File: config.mk
export PLATFORM = sky130hd
export DESIGN_NAME = conv_tile_engine
export DESIGN_NICKNAME = d
export VERILOG_FILES = /design/src/rtl/conv_tile_pkg.sv /design/src/rtl/conv_tile_sweep.sv /design/src/rtl/conv_tile_lane.sv /design/src/rtl/conv_tile_engine.sv
export SDC_FILE = /design/constraint.sdc
export NUM_CORES = 1
export LEC_CHECK = 0
export ABC_AREA = 1
export BUFFER_PORTS_ARGS = -buffer_cell sky130_fd_sc_hd__buf_2
export CORE_MARGIN = 2
export CORE_UTILIZATION = 50
export DETAILED_ROUTE_END_ITERATION = 12
export PLACE_DENSITY = 0.78
export SLEW_MARGIN = 20
export SYNTH_ARGS = -nofsm -noshare
export SYNTH_HDL_FRONTEND = slang
export SYNTH_SLANG_ARGS = --single-unit
File: constraint.sdc
create_clock -name clk -period 10.4 [get_ports clk]
set_input_delay 2.08 -clock clk [delete_from_list [all_inputs] [get_ports clk]]
set_output_delay 2.08 -clock clk [all_outputs]
set_load 0.1 [all_outputs]
File: src/rtl/conv_tile_pkg.sv
package conv_tile_pkg;
    // Index width for a range of n values (never below one bit)
    function automatic int idx_w(input int n);
        return (n > 1) ? $clog2(n) : 1;
    endfunction
endpackage

File: src/rtl/conv_tile_sweep.sv
module conv_tile_sweep
    import conv_tile_pkg::*;
#(
    parameter int OG = 2,
    parameter int IG = 2,
    parameter int TR = 3,
    parameter int TC = 3,
    parameter int K  = 3
) (
    input  logic                   clk,
    input  logic                   rst_n,
    input  logic                   start,
    output logic                   busy,
    output logic                   done,
    output logic [idx_w(OG)-1:0]   og,
    output logic [idx_w(IG)-1:0]   ng,
    output logic [idx_w(TR)-1:0]   r,
    output logic [idx_w(TC)-1:0]   c,
    output logic [idx_w(K)-1:0]    ki,
    output logic [idx_w(K)-1:0]    kj,
    output logic                   seed,
    output logic                   finish
);
    localparam int OGW = idx_w(OG);
    localparam int IGW = idx_w(IG);
    localparam int RW  = idx_w(TR);
    localparam int CW  = idx_w(TC);
    localparam int KW  = idx_w(K);
    localparam logic [OGW-1:0] OG_LAST = OGW'(OG - 1);
    localparam logic [IGW-1:0] IG_LAST = IGW'(IG - 1);
    localparam logic [RW-1:0]  R_LAST  = RW'(TR - 1);
    localparam logic [CW-1:0]  C_LAST  = CW'(TC - 1);
    localparam logic [KW-1:0]  K_LAST  = KW'(K - 1);

    typedef struct packed {
        logic           busy;
        logic           done;
        logic [OGW-1:0] og;
        logic [IGW-1:0] ng;
        logic [RW-1:0]  r;
        logic [CW-1:0]  c;
        logic [KW-1:0]  ki;
        logic [KW-1:0]  kj;
    } sweep_t;

    sweep_t st_d, st_q;

    always_comb begin
        st_d      = st_q;
        st_d.done = 1'b0;
        if (!st_q.busy) begin
            if (start) begin
                st_d.busy = 1'b1;
                st_d.og   = '0;
                st_d.ng   = '0;
                st_d.r    = '0;
                st_d.c    = '0;
                st_d.ki   = '0;
                st_d.kj   = '0;
            end
        end else if (st_q.kj != K_LAST) begin
            st_d.kj = st_q.kj + 1'b1;
        end else begin
            st_d.kj = '0;
            if (st_q.ki != K_LAST) begin
                st_d.ki = st_q.ki + 1'b1;
            end else begin
                st_d.ki = '0;
                if (st_q.c != C_LAST) begin
                    st_d.c = st_q.c + 1'b1;
                end else begin
                    st_d.c = '0;
                    if (st_q.r != R_LAST) begin
                        st_d.r = st_q.r + 1'b1;
                    end else begin
                        st_d.r = '0;
                        if (st_q.ng != IG_LAST) begin
                            st_d.ng = st_q.ng + 1'b1;
                        end else begin
                            st_d.ng = '0;
                            if (st_q.og != OG_LAST) begin
                                st_d.og = st_q.og + 1'b1;
                            end else begin
                                st_d.og   = '0;
                                st_d.busy = 1'b0;
                                st_d.done = 1'b1;
                            end
                        end
                    end
                end
            end
        end
    end

    always_ff @(posedge clk or negedge rst_n) begin
        if (!rst_n) st_q <= '0;
        else        st_q <= st_d;
    end

    assign busy   = st_q.busy;
    assign done   = st_q.done;
    assign og     = st_q.og;
    assign ng     = st_q.ng;
    assign r      = st_q.r;
    assign c      = st_q.c;
    assign ki     = st_q.ki;
    assign kj     = st_q.kj;
    assign seed   = (st_q.ng == '0) && (st_q.ki == '0) && (st_q.kj == '0);
    assign finish = (st_q.ng == IG_LAST) && (st_q.ki == K_LAST) && (st_q.kj == K_LAST);
endmodule

File: src/rtl/conv_tile_lane.sv
module conv_tile_lane
    import conv_tile_pkg::*;
#(
    parameter int TN = 2,
    parameter int DW = 8,
    parameter int AW = 20
) (
    input  logic [TN*DW-1:0] x_vec,
    input  logic [TN*DW-1:0] w_vec,
    input  logic [AW-1:0]    acc_old,
    input  logic [AW-1:0]    bias,
    input  logic             seed,
    input  logic             rectify,
    output logic [AW-1:0]    result
);
    localparam int PW = 2 * DW + idx_w(TN) + 1;

    logic signed [PW-1:0] dot;
    logic signed [PW-1:0] xa, wb;
    logic        [AW-1:0] base;
    logic signed [AW:0]   base_x, dot_x, sum;
    logic        [AW-1:0] clamped;

    always_comb begin
        dot = '0;
        xa  = '0;
        wb  = '0;
        for (int t = 0; t < TN; t++) begin
            xa  = PW'($signed(x_vec[t*DW +: DW]));
            wb  = PW'($signed(w_vec[t*DW +: DW]));
            dot = dot + xa * wb;
        end
    end

    always_comb begin
        base   = seed ? bias : acc_old;
        base_x = {base[AW-1], base};
        dot_x  = (AW+1)'(dot);
        sum    = base_x + dot_x;
        if (sum[AW] != sum[AW-1])
            clamped = sum[AW] ? {1'b1, {(AW-1){1'b0}}} : {1'b0, {(AW-1){1'b1}}};
        else
            clamped = sum[AW-1:0];
        result = (rectify && clamped[AW-1]) ? '0 : clamped;
    end
endmodule

File: src/rtl/conv_tile_engine.sv
module conv_tile_engine
    import conv_tile_pkg::*;
#(
    parameter int TM = 2,
    parameter int TN = 2,
    parameter int TR = 3,
    parameter int TC = 3,
    parameter int K  = 3,
    parameter int S  = 2,
    parameter int OG = 2,
    parameter int IG = 2,
    parameter int DW = 8,
    parameter int AW = 20
) (
    input  logic                                 clk,
    input  logic                                 rst_n,
    input  logic                                 start,
    output logic                                 busy,
    output logic                                 done,
    output logic [idx_w(IG)-1:0]                 in_grp,
    output logic [idx_w((TR-1)*S+K)-1:0]         in_row,
    output logic [idx_w((TC-1)*S+K)-1:0]         in_col,
    input  logic [TN*DW-1:0]                     in_data,
    output logic [idx_w(OG)-1:0]                 wt_ogrp,
    output logic [idx_w(IG)-1:0]                 wt_igrp,
    output logic [idx_w(K)-1:0]                  wt_krow,
    output logic [idx_w(K)-1:0]                  wt_kcol,
    input  logic [TM*TN*DW-1:0]                  wt_data,
    output logic [idx_w(OG)-1:0]                 bias_grp,
    input  logic [TM*AW-1:0]                     bias_data,
    output logic [idx_w(OG)-1:0]                 acc_grp,
    output logic [idx_w(TR)-1:0]                 acc_row,
    output logic [idx_w(TC)-1:0]                 acc_col,
    input  logic [TM*AW-1:0]                     acc_rd_data,
    output logic                                 acc_we,
    output logic [TM*AW-1:0]                     acc_wr_data
);
    localparam int IN_ROWS = (TR - 1) * S + K;
    localparam int IN_COLS = (TC - 1) * S + K;
    localparam int IRW = idx_w(IN_ROWS);
    localparam int ICW = idx_w(IN_COLS);
    localparam int OGW = idx_w(OG);
    localparam int IGW = idx_w(IG);
    localparam int RW  = idx_w(TR);
    localparam int CW  = idx_w(TC);
    localparam int KW  = idx_w(K);

    logic           run, fin_pulse, seed, finish;
    logic [OGW-1:0] og;
    logic [IGW-1:0] ng;
    logic [RW-1:0]  r;
    logic [CW-1:0]  c;
    logic [KW-1:0]  ki, kj;

    conv_tile_sweep #(.OG(OG), .IG(IG), .TR(TR), .TC(TC), .K(K)) u_sweep (
        .clk    (clk),
        .rst_n  (rst_n),
        .start  (start),
        .busy   (run),
        .done   (fin_pulse),
        .og     (og),
        .ng     (ng),
        .r      (r),
        .c      (c),
        .ki     (ki),
        .kj     (kj),
        .seed   (seed),
        .finish (finish)
    );

    // Strided window into the input tile
    assign in_row   = IRW'(S * int'(r) + int'(ki));
    assign in_col   = ICW'(S * int'(c) + int'(kj));
    assign in_grp   = ng;
    assign wt_ogrp  = og;
    assign wt_igrp  = ng;
    assign wt_krow  = ki;
    assign wt_kcol  = kj;
    assign bias_grp = og;
    assign acc_grp  = og;
    assign acc_row  = r;
    assign acc_col  = c;
    assign acc_we   = run;
    assign busy     = run;
    assign done     = fin_pulse;

    for (genvar m = 0; m < TM; m++) begin : g_lane
        conv_tile_lane #(.TN(TN), .DW(DW), .AW(AW)) u_lane (
            .x_vec   (in_data),
            .w_vec   (wt_data[m*TN*DW +: TN*DW]),
            .acc_old (acc_rd_data[m*AW +: AW]),
            .bias    (bias_data[m*AW +: AW]),
            .seed    (seed),
            .rectify (finish),
            .result  (acc_wr_data[m*AW +: AW])
        );
    end
endmodule

Yosys cells after proc, flatten, opt, wreduce, memory -nomap -nowiden:

Cells that the tools add are included.

* bits in registers: 12
* input port bits: 131
* output and inout bits: 62
* word-level logic and storage cells: 77

* add/sub/neg operators: 12
* multiply operators: 4
* equality and inequality tests: 13
* mux-type cells: 25
* bitwise operators: 1
* reductions and logical operators: 14

Operators with widths (count)
* 20-bit two-way mux: 8
* 8-bit by 8-bit multiplier with 16-bit output: 4
* 20-bit by 18-bit adder with 21-bit output: 2
* 16-bit by 16-bit adder with 17-bit output: 2
* 10-bit two-way mux: 3
* 2-bit inequality test (second input constant): 9
* 2-bit two-way mux: 5
* 2-bit by 1-bit adder with 2-bit output (second input constant): 4
* 8-bit two-way mux: 1
* 3-bit by 2-bit adder with 3-bit output: 2
* 1-bit logical AND: 6
* 6-bit two-way mux: 1
* 6-bit AND reduction: 1
* 1-bit two-way mux: 5
* 5-bit AND reduction: 1
* 2-bit == test (second input constant): 2
* 2-bit logical NOT: 2
* 4-bit two-way mux: 1
* 4-bit AND reduction: 1
* 3-bit two-way mux: 1
* 3-bit AND reduction: 1
* 1-bit adder (second input constant): 2
* 1-bit inequality test: 2
* 2-bit AND reduction: 1
* other kinds (2): 2

Logic depth before layout (Yosys ltp):

Gate-level depths: netlist of the first run.

* depth in word-level cells: 9
* mapped depth: 45
* mapped depth without buffers: 42

Hierarchy:

From an unflattened synthesis of the first run, not the netlist that was laid out.

* cell total of the unflattened synthesis: 2173
* area total of the unflattened synthesis: 16717.3 µm²

By module, submodules not included
* conv_tile_lane (g_lane[0].u_lane): instances 1, cells an instance 1038, area an instance 7993.9 µm², seq. area each 0.0 µm²
* conv_tile_lane (g_lane[1].u_lane): instances 1, cells an instance 1032, area an instance 7962.6 µm², seq. area each 0.0 µm²
* conv_tile_sweep: instances 1, cells an instance 85, area an instance 653.1 µm², seq. area each 300.3 µm²
* conv_tile_engine: instances 1, cells an instance 18, area an instance 107.6 µm², seq. area each 0.0 µm²

Least setup slack after synthesis of the first run:

No wires, ideal clock.

* path type: input-to-output
* start: in in_data[6]
* end: out acc_wr_data[22]
* data arrival time: 10.745 ns
* data required time: 8.320 ns
* setup slack: -2.425 ns
* cell stages on the path: 36
* buffers on the path: 2
* cells stage by stage: clkbuf_1 clkbuf_1 nand2_1 fa_1 fa_1 fa_1 inv_1 fa_1 fa_1 inv_1 fa_1 inv_1 ha_1 nand2_1 inv_1 nand4_1 nand3_1 a21oi_1 o21ai_0 nand2_1 a21oi_1 a31oi_1 xor2_1 inv_1 ha_1 nand2_1 o21ai_0 o21bai_1 nand2_1 nor2_1 nand3_2 nand3_1 nand2_2 o21ai_4 inv_1 o21ai_0

* cells in the longest elaborated chain, start to end: 7
* elaborated cells on any way between the ends: 8
* classes of those cells: 2 x add/sub; 1 x mul; 1 x eq/ne; 3 x mux; 1 x reduce/logical

Ends and longest elaborated chain
* start, declared: RTL line conv_tile_engine.sv:23 `input logic [TN*DW-1:0] in_data,`
* 8-bit by 8-bit multiplier with 16-bit output *: RTL line conv_tile_lane.sv:31 `dot = dot + xa * wb;`
* 16-bit by 16-bit adder with 17-bit output *: RTL line conv_tile_lane.sv:31
* 20-bit by 18-bit adder with 21-bit output *: RTL line conv_tile_lane.sv:39 `sum = base_x + dot_x;`
* 20-bit two-way mux / 1-bit inequality test (equally long branches): RTL line conv_tile_lane.sv:41, conv_tile_lane.sv:40
* 20-bit two-way mux *: RTL line conv_tile_lane.sv:40 `if (sum[AW] != sum[AW-1])`
* 1-bit logical AND: RTL line conv_tile_lane.sv:44 `result = (rectify && clamped[AW-1]) ? '0 : clamped;`
* 20-bit two-way mux *: RTL line conv_tile_lane.sv:44
* end, declared: RTL line conv_tile_engine.sv:36 `output logic [TM*AW-1:0] acc_wr_data`

Every way passes the cells marked *; elsewhere a longest branch is shown, timed or not.

Worst setup path after layout of the first run:

* start: in in_data[5]
* end: out acc_wr_data[26]

Same word-level chain as after synthesis.

==> results of run 1 <==
## area by class of cell
type | instances | share of cell area (%)
Sequential cell | 12 | 1.42
Timing Repair Buffer | 510 | 20.6
Tap cell | 390 | 2.31
Clock buffer | 3 | 0.356
Inverter | 620 | 11.7
Multi-Input combinational cell | 1300 | 63.7
Antenna cell | 1 | 0.0119
## final timing paths
kind / start / end / slack, ps / depth (start not counted)
setup / recovery: in_data[5] / acc_wr_data[26] / -920 / 42
hold / removal: u_sweep.og$_DFFE_PN0P_ / u_sweep.og$_DFFE_PN0P_ / 550 / 1
setup reg to reg: u_sweep.kj[1]$_DFFE_PN0P_ / u_sweep.ng$_DFFE_PN0P_ / 8510 / 12
hold reg to reg: u_sweep.og$_DFFE_PN0P_ / u_sweep.og$_DFFE_PN0P_ / 550 / 1
max in group asynchronous: rst_n / u_sweep.ki[0]$_DFFE_PN0P_ / 8470 / 1
min in group asynchronous: rst_n / u_sweep.r[1]$_DFFE_PN0P_ / 1710 / 1
## state kept, by name (all words and copies together), names as in the netlist
register,count
u_sweep.c,2
u_sweep.ki,2
u_sweep.kj,2
u_sweep.r,2
u_sweep.busy,1
u_sweep.done,1
u_sweep.ng,1
u_sweep.og,1
## cells by family (layout without fill, tap and decap cells)
group | after synthesis | in the layout
compound gates | 135 | 135
xor+xnor | 74 | 74
fa+ha+maj | 436 | 436
buf+inv | 694 | 1133
flops | 12 | 12
mux | 37 | 37
other cells | 0 | 1
simple gates | 612 | 618
## routing by layer
layer,vias to the layer above,routed length [um],share of wire [%],track usage (%)
met5,-,0,0,0
met4,0,2180,4.8,11.0
met3,165,1990,4.4,2.01
met2,477,25000,56,57.5
met1,7024,15700,35,31.3
li1,6684,-,-,-
## timing repair
action	CTS	global route
cloned	8	1
pin swaps	97	71
resized for setup	179	99
endpoints found under the setup margin	40	40
buffers inserted	30	14
## layout by cell type (no fill, tap or decap), types with 40 or more instances in the layout
cell / synthesis / layout
nand2_4: 6 / 48
nor2_1: 70 / 61
buf_2: 1 / 129
buf_4: 7 / 298
a21oi_1: 65 / 46
nand2_1: 416 / 342
xnor2_1: 42 / 40
buf_12: 0 / 55
nand2_2: 19 / 45
fa_1: 288 / 281
inv_1: 610 / 546
ha_1: 148 / 135
## metrics by stage
stage                     hold slack (ps)  instances
final                                 553       2836
after global routing                  566       2836
after CTS                             559       2823
after detailed placement              549       2782
after global placement                527       2782
after floorplan                      1010       2000
## worst register-to-register path, cell delays in order (launching register included)
cell	delay (ps)
dfrtp_1	410
inv_1	90
nor2_1	160
inv_1	80
nor2_1	130
inv_1	70
nor2_1	130
inv_1	100
nand2_1	80
o21ai_0	170
inv_1	140
o21ai_0	90
a21boi_0	160
==> summary.txt, run 1 <==
Drt
  • DR WL/cell: 15.8 um
  • DR vias/cell: 5.06
  • Number of DRC markers in iteration 0: 639
  • Drt first pass iters: 5
  • DR vias: 14400
  • Routed WL: 44900 um
  • DRT antenna net count: 0
  • # DRC: 0

Clock tree
  • Root Buffer Master: clkbuf_16
  • Clk Latency, worst-skew pair: 240 ps
  • Cts hold-fix bufs: 0
  • Worst-path clk slew: 40 ps
  • Num CTS Buffers: 3
  • CTS tree: built
  • CTS Buffer Depth: 2
  • Htree depth: 1
  • Clock sinks: 12

Die
  • Top-Level Pins: 193
  • Site row count: 63
  • DIE WIDTH: 177 um
  • Initial Util: 50.7%
  • DIE HEIGHT: 177 um
  • Core area: 29600 um2
  • Total die area: 31500 um2

Final layout
  • Layout cells sized above 1: 34.9%
  • Area of the multi-input gates: 13400 um2
  • Final Util: 71.2%
  • Synth-to-layout area growth: 40.3%
  • Register area: 300 um2
  • Cell area after layout: 21100 um2
  • Nets: 3014
  • Fillers: 2213

Worst setup path
  • Critical Path Slowest Stage Cell: fa_2
  • Buf/Inv on CP: 13
  • Critical path arrival: 9240 ps
  • Max FO, Critical Path: 5
  • Largest stage delay on the critical path: 560 ps
  • Crit path capture type: output pin
  • WP data required: 8320 ps
  • CP delay by family, top: adder cells
  • CP Launch Type: primary input
  • CP Class: in -> out

Timing
  • Peak Freq: 0.0883 GHz
  • Final hold violations: 0
  • Worst slew pin tran: 998 ps
  • Number of setup violations in the final report: 40
  • RSZ-0062 raised after global routing: true
  • Final min period: 11320 ps
  • Setup ws final: -922 ps
  • Fin crit share: 109%
  • Max Slew Vio Count: 0
  • Worst slew margin: 33.1%
  • Final TNS setup: -31790 ps
  • Layout Skew: 4.45 ps

GRT
  • First-pass GRT wire length: 72900 um
  • Grt total ovfl: 0
  • Initial antenna violation count: 1
  • Largest net degree at the start of global routing: 44
  • Number of global-route vias before repair: 15700
  • Gr usage total: 28.8%

Synthesis
  • Mux contribution to synthesized area: 2.77%
  • Largest family of logic cells by synthesized area: adder cells
  • Synth cell count leaders: inv_1, nand2_1, fa_1
  • Cell count after synthesis: 2000
  • Share of the yosys chip area belonging to registers: 2.00%
  • Synth async-reset ratio: 100%
  • Yosys warning total: 0
  • Seq cells post-synth: 12
  • XOR/XNOR share of the synthesized area: 4.31%
  • Cell taking the most area after synthesis: fa_1
  • Syn Nets: 2567
  • Avg Inst Size Synth: 7.52 um2
  • Distinct cells, synth: 44
  • Post-synth EDFFs: 0
  • Share of the synthesized area in the top cell type: 38.3%
  • Cell Area, Synth: 15000 um2
  • Compound-Gate Fraction of Synth Area: 5.08%
  • Cell with the most instances after synthesis: inv_1
  • Largest cells by area after synthesis: fa_1, inv_1, ha_1
  • Post-synthesis adder-cell area fraction: 50.7%
  • Main flop type after synthesis: dfrtp_1
  • Post-Synth Simple-Gate Area: 17.4%

Run status
  • Failing checks: negative setup slack
  • Status: complete, but fails checks

Placement
  • Detailed placement HPWL: 36900 um
  • Placer congestion estimate: 0.964
  • Port bufs: 192
  • Placement Cell Area: 19400 um2
  • Place WS: -980 ps

Hold path
  • Hold Crit Class: reg -> reg

Job
  • Max-cap violations: 0
Power of run 1 is not shown: default switching activity piles up to over one toggle a cycle in this logic, so the estimate is an artifact.
==> run 2, diff against run 1 <==
- ABC_AREA: 1 -> default
- PLACE_DENSITY: 0.78 -> 0.79
==> run 2 against run 1 <==
The flow still finishes with violations (negative setup slack); count of clock-buffer cells in the layout grew 1; non-clock buffer count down 11; die area is 7.5% lower; final cell count is 16% lower; hold slack gained 13 ps; core utilization about the same; first-iteration DRC count down 25%.
==> summary.txt, run 2 <==
Run status
  • Status: complete, but fails checks
  • Failing checks: negative setup slack

GRT
  • First-pass GRT wire length: 64200 um (-12%)
  • Initial antenna violation count: 1 (unchanged)
  • Gr usage total: 27.5% (-1.4 points)
  • Grt total ovfl: 0 (unchanged)
  • Number of global-route vias before repair: 13700 (-13%)
  • Largest net degree at the start of global routing: 22 (-50%)

Synthesis
  • Seq cells post-synth: 12 (unchanged)
  • Main flop type after synthesis: dfrtp_1
  • Synth cell count leaders: inv_1, fa_1, and2_1
  • Cell count after synthesis: 1538 (-23%)
  • Cell taking the most area after synthesis: fa_1
  • Yosys warning total: 0 (unchanged)
  • Share of the yosys chip area belonging to registers: 2.16% (+0.17 points)
  • Cell Area, Synth: 13900 um2 (-7.6%)
  • Syn Nets: 2105 (-18%)
  • Avg Inst Size Synth: 9.03 um2 (+20%)
  • Distinct cells, synth: 58 (+32%)
  • Post-synth EDFFs: 0 (unchanged)
  • Share of the synthesized area in the top cell type: 41.5% (+3.2 points)
  • Cell with the most instances after synthesis: inv_1
  • Largest cells by area after synthesis: fa_1, ha_1, inv_1
  • Synth async-reset ratio: 100% (unchanged)

Timing
  • Layout Skew: 4.94 ps (+0.493 ps)
  • Final min period: 11560 ps (+238 ps)
  • Peak Freq: 0.0865 GHz (-2.1%)
  • Worst slew margin: 55.6% (+22 points)
  • Number of setup violations in the final report: 40 (unchanged)
  • Final TNS setup: -44260 ps (-12460 ps)
  • Final hold violations: 0 (unchanged)
  • Max Slew Vio Count: 0 (unchanged)
  • Fin crit share: 111% (+2.3 points)
  • Setup ws final: -1160 ps (-238 ps)
  • RSZ-0062 raised after global routing: true
  • Worst slew pin tran: 665 ps (-333 ps)

Final layout
  • Fillers: 1889 (-15%)
  • Synth-to-layout area growth: 41.2%
  • Nets: 2577 (-14%)
  • Layout cells sized above 1: 34.8% (-0.044 points)
  • Register area: 300 um2 (unchanged)
  • Final Util: 71.2% (about the same)
  • Most frequent cells in the layout: inv_1, fa_1, buf_4
  • Area of the multi-input gates: 13100 um2 (-2.4%)
  • Commonest non-fill, non-tap cell in the layout: inv_1

Drt
  • Drt first pass iters: 5 (unchanged)
  • Number of DRC markers in iteration 0: 478 (-25%)
  • # DRC: 0 (unchanged)
  • DRT antenna net count: 0 (unchanged)
  • DR WL/cell: 16.5 um (+4.2%)
  • DR vias: 12200 (-15%)
  • Routed WL: 39400 um (-12%)
  • DR vias/cell: 5.10 (+0.85%)

Hold path
  • Hold Crit Class: reg -> reg

Worst setup path
  • Max FO, Critical Path: 11 (+6)
  • Largest stage delay on the critical path: 580 ps (+20 ps)
  • Critical Path Slowest Stage Cell: fa_2
  • CP Launch Type: primary input
  • Crit path capture type: output pin
  • Critical path arrival: 9480 ps (+240 ps)
  • WP data required: 8320 ps (about the same)
  • CP Class: in -> out
  • CP delay by family, top: adder cells
  • Most numerous cell on the critical path: fa_1
  • Buf/Inv on CP: 8 (-5)

Die
  • DIE WIDTH: 171 um (-3.8%)
  • DIE HEIGHT: 171 um (-3.8%)
  • Site row count: 61 (-3.2%)
  • Core area: 27600 um2 (-7.0%)
  • Initial Util: 50.4% (-0.33 points)
  • Top-Level Pins: 193 (unchanged)
  • Total die area: 29100 um2 (-7.5%)

Clock tree
  • CTS Buffer Depth: 2 (unchanged)
  • CTS tree: built
  • Clk Latency, worst-skew pair: 250 ps (about the same)
  • Root Buffer Master: clkbuf_16
  • Worst-path clk slew: 40 ps (about the same)
  • Clock sinks: 12 (unchanged)
  • Num CTS Buffers: 3 (unchanged)
  • Htree depth: 1 (unchanged)

Placement
  • Placer congestion estimate: 0.971 (+0.73%)
  • Place WS: -1470 ps (-493 ps)
  • Port bufs: 192 (unchanged)
  • Detailed placement HPWL: 32300 um (-12%)

Job
  • Max-cap violations: 0 (unchanged)
==> run 2: changes by cell type after synthesis, sizes merged, moves of 14 or more <==
cell and change:
a21o +16, a21oi -15, and2 +150, clkbuf -33, inv -265, nand2 -341
nand2b +16, nand3 -75, nor2b +14, o21a +15, o21ai +21, xnor2 +22
==> run 2: logic make-up after synthesis <==
family / count (synthesis) / synth area share, %
AO/OA/AOI/OAI: 199 / 9.35
XOR/XNOR: 89 / 5.67
adder cells (fa/ha/maj): 436 / 54.8
buffers and inverters: 387 / 10.7
flip-flops: 12 / 2.16
multiplexers: 43 / 3.43
AND/OR/NAND/NOR: 372 / 13.8
==> run 2: metrics by stage <==
stage | area, um2 | cells | hold slack (ps)
2_1_floorplan | 14700 | 1538 | 997
3_3_place_gp | 18100 | 2340 | 548
3_5_place_dp | 18100 | 2340 | 549
4_1_cts | 19300 | 2375 | 555
5_1_grt | 19600 | 2388 | 604
6_report | 19600 | 2388 | 566
==> run 2: tightest hold or removal path: cells and delay by family (launching register included) <==
kind / cells / cell delay [ps]
DFF: 1 / 400
and+or+nand+nor: 1 / 60
AOI/OAI and AO/OA: 1 / 70
==> run 2: final timing paths <==
path / from / to / slack, ps / cells after the start
min in group asynchronous: rst_n / u_sweep.og$_DFFE_PN0P_ / 1700 / 1
worst max-delay path: in_data[6] / acc_wr_data[31] / -1160 / 32
worst min-delay path: u_sweep.c[0]$_DFFE_PN0P_ / u_sweep.c[0]$_DFFE_PN0P_ / 570 / 2
max in group asynchronous: rst_n / u_sweep.c[0]$_DFFE_PN0P_ / 8480 / 1
worst max register to register: u_sweep.kj[1]$_DFFE_PN0P_ / u_sweep.og$_DFFE_PN0P_ / 8150 / 8
worst min register to register: u_sweep.c[0]$_DFFE_PN0P_ / u_sweep.c[0]$_DFFE_PN0P_ / 570 / 2
==> run 2: timing repair <==
item	4_1_cts	5_1_grt
pin swaps	54	60
hold buffers	0	0
cloned	3	0
endpoints found under the setup margin	40	40
resized for setup	215	53
buffers inserted	29	14
==> run 2: area by class of cell <==
type / instances / area share (%)
Multi-Input combinational cell: 1139 / 66.9
Antenna cell: 1 / 0.0128
Inverter: 355 / 6.82
Clock buffer: 4 / 0.453
Timing Repair Buffer: 499 / 21.8
Tap cell: 378 / 2.41
Sequential cell: 12 / 1.53
==> run 2: metal layers <==
| metal | global-route usage, % | part of all wire, % | routed length, um | up-vias |
|---|---|---|---|---|
| met3 | 2.13 | 3.8 | 1480 | 111 |
| met1 | 31.2 | 37 | 14600 | 6052 |
| met4 | 11.0 | 4.1 | 1630 | 0 |
| li1 | - | - | - | 5685 |
| met2 | 52.9 | 55 | 21700 | 338 |
| met5 | 0 | 0 | 0 | - |
Power of run 2 is left out for the same reason.
